<file path="config.mk">
export PLATFORM = sky130hd
export DESIGN_NAME = instrDecoder
export DESIGN_NICKNAME = d
export VERILOG_FILES = /design/src/rtl/idec_pkg.sv /design/src/rtl/idec_main.sv /design/src/rtl/idec_alu.sv /design/src/rtl/instrDecoder.sv
export SDC_FILE = /design/constraint.sdc
export NUM_CORES = 1
export LEC_CHECK = 0
export ABC_AREA = 1
export BUFFER_PORTS_ARGS = -buffer_cell sky130_fd_sc_hd__buf_2
export CORE_AREA = 2 2 39 41
export DETAILED_ROUTE_END_ITERATION = 10
export DIE_AREA = 0 0 41 43
export GPL_TIMING_DRIVEN = 0
export PLACE_DENSITY = 0.53
export SETUP_SLACK_MARGIN = 0.4
export SYNTH_ARGS = -nofsm -noshare
export SYNTH_HDL_FRONTEND = slang
export SYNTH_SLANG_ARGS = --single-unit
export TNS_END_PERCENT = 10
</file>
<file path="constraint.sdc">
create_clock -name vclk -period 2
set_input_delay 0.3 -clock vclk [all_inputs]
set_output_delay 0.3 -clock vclk [all_outputs]
set_load 0.005 [all_outputs]
</file>
<file path="src/rtl/idec_pkg.sv">
package idec_pkg;
  localparam int OP_W  = 6;
  localparam int FN_W  = 6;
  localparam int ALU_W = 3;

  typedef enum logic [1:0] {
    CLS_ADD  = 2'b00,
    CLS_SUB  = 2'b01,
    CLS_FUNC = 2'b10,
    CLS_RSVD = 2'b11
  } aluClass_e;

  typedef struct packed {
    logic      regWrite;
    logic      aluSrc;
    logic      memToReg;
    logic      regDst;
    logic      memRead;
    logic      memWrite;
    logic      branch;
    logic      jump;
    aluClass_e aluClass;
  } ctrlStrobes_t;

  localparam logic [OP_W-1:0] OPC_RTYPE = 6'b000000;
  localparam logic [OP_W-1:0] OPC_LOAD  = 6'b100011;
  localparam logic [OP_W-1:0] OPC_STORE = 6'b101011;
  localparam logic [OP_W-1:0] OPC_BEQ   = 6'b000100;
  localparam logic [OP_W-1:0] OPC_JUMP  = 6'b000010;

  localparam logic [FN_W-1:0] FN_ADD = 6'b100000;
  localparam logic [FN_W-1:0] FN_SUB = 6'b100010;
  localparam logic [FN_W-1:0] FN_AND = 6'b100100;
  localparam logic [FN_W-1:0] FN_OR  = 6'b100101;
  localparam logic [FN_W-1:0] FN_SLT = 6'b101010;

  localparam logic [ALU_W-1:0] ALU_AND = 3'b000;
  localparam logic [ALU_W-1:0] ALU_OR  = 3'b010;
  localparam logic [ALU_W-1:0] ALU_ADD = 3'b100;
  localparam logic [ALU_W-1:0] ALU_SUB = 3'b101;
  localparam logic [ALU_W-1:0] ALU_SLT = 3'b111;
endpackage

</file>
<file path="src/rtl/idec_main.sv">
module idec_main
  import idec_pkg::*;
(
  input  logic [OP_W-1:0] opcode,
  output ctrlStrobes_t    strobes
);
  always_comb begin
    strobes = '{default: '0, aluClass: CLS_ADD};
    unique case (opcode)
      OPC_RTYPE: begin
        strobes.regWrite = 1'b1;
        strobes.regDst   = 1'b1;
        strobes.aluClass = CLS_FUNC;
      end
      OPC_LOAD: begin
        strobes.regWrite = 1'b1;
        strobes.aluSrc   = 1'b1;
        strobes.memToReg = 1'b1;
        strobes.memRead  = 1'b1;
      end
      OPC_STORE: begin
        strobes.aluSrc   = 1'b1;
        strobes.memWrite = 1'b1;
      end
      OPC_BEQ: begin
        strobes.branch   = 1'b1;
        strobes.aluClass = CLS_SUB;
      end
      OPC_JUMP: begin
        strobes.jump     = 1'b1;
      end
      default: ;
    endcase
  end
endmodule

</file>
<file path="src/rtl/idec_alu.sv">
module idec_alu
  import idec_pkg::*;
(
  input  aluClass_e        aluClass,
  input  logic [FN_W-1:0]  funct,
  output logic [ALU_W-1:0] aluOp
);
  logic [ALU_W-1:0] functOp;

  always_comb begin
    case (funct)
      FN_ADD:  functOp = ALU_ADD;
      FN_SUB:  functOp = ALU_SUB;
      FN_AND:  functOp = ALU_AND;
      FN_OR:   functOp = ALU_OR;
      FN_SLT:  functOp = ALU_SLT;
      default: functOp = ALU_ADD;
    endcase
  end

  always_comb begin
    case (aluClass)
      CLS_SUB:  aluOp = ALU_SUB;
      CLS_FUNC: aluOp = functOp;
      default:  aluOp = ALU_ADD;
    endcase
  end
endmodule

</file>
<file path="src/rtl/instrDecoder.sv">
module instrDecoder
  import idec_pkg::*;
(
  input  logic [5:0] opcode,
  input  logic [5:0] funct,
  output logic       regWrite,
  output logic       aluSrc,
  output logic       memToReg,
  output logic       regDst,
  output logic       memRead,
  output logic       memWrite,
  output logic       branch,
  output logic       jump,
  output logic [2:0] aluOp
);
  ctrlStrobes_t strobes;

  idec_main u_main (
    .opcode  (opcode),
    .strobes (strobes)
  );

  idec_alu u_alu (
    .aluClass (strobes.aluClass),
    .funct    (funct),
    .aluOp    (aluOp)
  );

  assign regWrite = strobes.regWrite;
  assign aluSrc   = strobes.aluSrc;
  assign memToReg = strobes.memToReg;
  assign regDst   = strobes.regDst;
  assign memRead  = strobes.memRead;
  assign memWrite = strobes.memWrite;
  assign branch   = strobes.branch;
  assign jump     = strobes.jump;
endmodule

</file>
==> results.py <==
metrics = {
    "run_status": {
        "status": "finished, final reports clean",
    },
    "grt": {
        "groute.layer.met3.usage_pct": 0,
        "grt_residual_overflow": 0,
        "gr-usage-all-layers_pct": 7.59,
        "grt_pass1_vias": 289,
        "grtUsageMet2_pct": 15.0,
        "grt-busiest-layer": "met2",
        "maximum_number_of_pins_on_one_net_before_global_route_repair": 5,
        "global_route.usage.met1_pct": 8.86,
        "antenna_found_initial": 0,
        "global_route_wire_length_before_repair_um": 1010,
    },
    "clock_network": {
        "postCtsHoldBufs": 0,
    },
    "sta": {
        "finalHoldWorstSlack_ns": 0.887,
        "period_minus_slack_ns": 1.64,
        "clock.fmax_ghz": 0.610,
        "finalMaxSlewViolations": 0,
        "slew_headroom_pct": 87.2,
        "rsz0062_at_grt": "true",
        "setup-violations-final": 0,
        "post_route_fraction_of_the_period_consumed_by_the_critical_path_pct": 81.9,
        "hold_violation_total_from_the_final_report": 0,
        "tightest_slew_ns": 0.190,
        "fin_setup_tns_ns": 0,
    },
    "logic_synthesis": {
        "post_synthesis_average_cell_area_um2": 4.73,
        "syn-num-nets": 64,
        "post_synth_main_area_contributors": "sky130_fd_sc_hd__inv_1 27%, sky130_fd_sc_hd__nor2_1 17%, sky130_fd_sc_hd__nand2_1 14%, sky130_fd_sc_hd__ha_1 11%, sky130_fd_sc_hd__nand3_1 8.5%",
        "yosysMostFrequentCell": "sky130_fd_sc_hd__inv_1",
        "post_synth_instance_area_um2": 236,
        "synth_top_cell_area_share_pct": 27.0,
        "yosys.cell_types.count": 12,
        "synth_warnings": 0,
        "ys_top_cells_by_count": "17 x sky130_fd_sc_hd__inv_1, 11 x sky130_fd_sc_hd__nor2_1, 9 x sky130_fd_sc_hd__nand2_1",
        "post_syn_instances": 50,
        "seq_area_frac_synth_pct": 0,
        "yosys.area.top_type": "sky130_fd_sc_hd__inv_1",
    },
    "die": {
        "io_pins": 23,
        "start_util_pct": 17.1,
        "std_cell_rows": 14,
        "placeableCoreArea_mm2": 0.00138,
        "die_h_um": 43,
        "floorplan.die.width_um": 41,
        "die_area_mm2": 0.00176,
    },
    "power_and_ir_drop": {
        "swShare_pct": 51.7,
        "power_leakage_nw": 0.297,
        "irDropWorstVdd_uv": 64.3,
        "power_frac_comb_pct": 100.0,
        "netSwitchingPower_mw": 0.0274,
        "share_clk_of_total_power_pct": 0,
        "power_frac_seq_pct": 0,
        "power_density_mw_per_mm2": 102,
        "p_int_mw": 0.0256,
    },
    "final_layout": {
        "nets": 96,
        "layout.filler_cells": 148,
        "final_layout_size_suffix_gt1_share_pct": 62.5,
        "n_sequential_cell": 0,
        "final_cell_area_um2": 517,
        "multiInputGateArea_um2": 240,
        "antenna_cells": 0,
        "flow.area_growth_from_synthesis_pct": 119,
        "area.sequential_um2": 0,
        "post_layout_instance_count_excluding_filler_cells": 96,
        "n_clock_buffer": 0,
    },
    "setup_path": {
        "cpMostUsedCell": "sky130_fd_sc_hd__inv_2",
        "timing.setup.critical_path_class": "input port to output port",
        "crit_path_top_delay_cell": "sky130_fd_sc_hd__ha_4",
        "cell_by_cell_listing_of_the_critical_path": "buf_6, nor2_4, nand2_2, inv_2, nand3_4, inv_4, ha_4, inv_2, nor2_1, nand2_1, a21oi_2, buf_2",
        "worstPathMaxFanout": 3,
        "crit_arrival_ns": 1.34,
        "endpoint_class_of_the_critical_path": "output port",
        "critical_path_required_ns": 1.70,
        "critPathMaxStageDelay_ns": 0.13,
        "worstSetupStartpointType": "input port",
    },
    "placement": {
        "gp_routability_congestion": 0.619,
        "port_buffers": 23,
        "placement.cell_area_um2": 372,
        "placed_cells_incl_taps": 89,
        "dp_hpwl_um": 523,
    },
    "min_path": {
        "path_class_of_the_lowest_slack_min_delay_path": "input port to output port",
        "holdPathStages": 3,
    },
    "routing": {
        "drc_errors": 0,
        "drt_pre_antenna_iters": 4,
        "drt-vias-per-instance": 3.81,
        "postRouteAntennaNets": 0,
        "vias": 366,
        "detail_route.wl_per_cell_um": 7.09,
        "drt-initial-drc-count": 2,
        "wl_um": 681,
    },
    "run": {
        "max_cap_violations": 0,
    },
}
==> final timing paths <==
kind / startpoint / to / slack, ns
worst min-delay path: opcode[3] / regWrite / 0.89
worst max-delay path: opcode[5] / aluOp[0] / 0.36
==> critical path, delay by kind of cell <==
kind	cells	cell delay, ns
buffers and inverters	5	0.40
and+or+nand+nor	5	0.39
adders and majority gates	1	0.13
AOI/OAI and AO/OA	1	0.11
==> routing by layer <==
layer | part of all wire [%] | vias to the layer above | wire length (um)
met2 | 50 | 18 | 342
met3 | 12 | 0 | 83
met4 | 0 | 0 | 0
met5 | 0 | - | 0
met1 | 38 | 145 | 256
li1 | - | 203 | -
==> logic make-up after synthesis <==
logic type,synth area share (%)
buf+inv,30.2
simple gates,49.7
compound gates,9.52
fa+ha+maj,10.6
==> through the flow <==
stage / util (%) / power (mW) / setup WS, ns
finish: 37.3 / 0.0530 / 0.361
detailed placement: 26.9 / 0.0352 / 0.265
CTS: 34.7 / 0.0478 / 0.319
global placement: 26.9 / 0.0348 / 0.266
floorplan: - / 0.0157 / 0.531
global route: 37.3 / 0.0585 / 0.271
==> cell usage in the layout (no fill, tap or decap) <==
master / synthesis / routed
sky130_fd_sc_hd__nor4_2: 0 / 1
sky130_fd_sc_hd__o21ai_2: 1 / 1
sky130_fd_sc_hd__nand2_1: 9 / 7
sky130_fd_sc_hd__nand2_2: 0 / 2
sky130_fd_sc_hd__inv_1: 17 / 11
sky130_fd_sc_hd__ha_4: 0 / 2
sky130_fd_sc_hd__buf_4: 1 / 8
sky130_fd_sc_hd__nor2_4: 0 / 2
sky130_fd_sc_hd__inv_2: 0 / 4
sky130_fd_sc_hd__nor2_1: 11 / 9
sky130_fd_sc_hd__buf_6: 0 / 2
sky130_fd_sc_hd__nor2_2: 1 / 1
sky130_fd_sc_hd__nand3_1: 4 / 3
sky130_fd_sc_hd__nand3_4: 0 / 2
sky130_fd_sc_hd__buf_2: 0 / 21
sky130_fd_sc_hd__inv_4: 0 / 2
sky130_fd_sc_hd__a21oi_2: 1 / 2
==> power groups by stage <==
stage | sequential, mW | clock [mW] | combinational (mW)
after floorplan | 0 | 0 | 0.0157
after global placement | 0 | 0 | 0.0348
after detailed placement | 0 | 0 | 0.0352
after CTS | 0 | 0 | 0.0478
after global routing | 0 | 0 | 0.0585
final | 0 | 0 | 0.0530
==> final cells by class <==
| class | count | share of cell area (%) |
|---|---|---|
| well taps | 16 | 3.87 |
| plain buffers | 1 | 1.45 |
| repair buffers | 30 | 34.9 |
| multi-input cells | 32 | 46.5 |
| inverters | 17 | 13.3 |
==> timing repair <==
action / in CTS / in global routing
hold endpoints to repair: 0 / 0
resized for setup: 15 / 9
setup buffers: 6 / 1
endpoints found under the setup margin: 3 / 4
pin swaps: 5 / 5
Power figures use the tool's default switching activity.
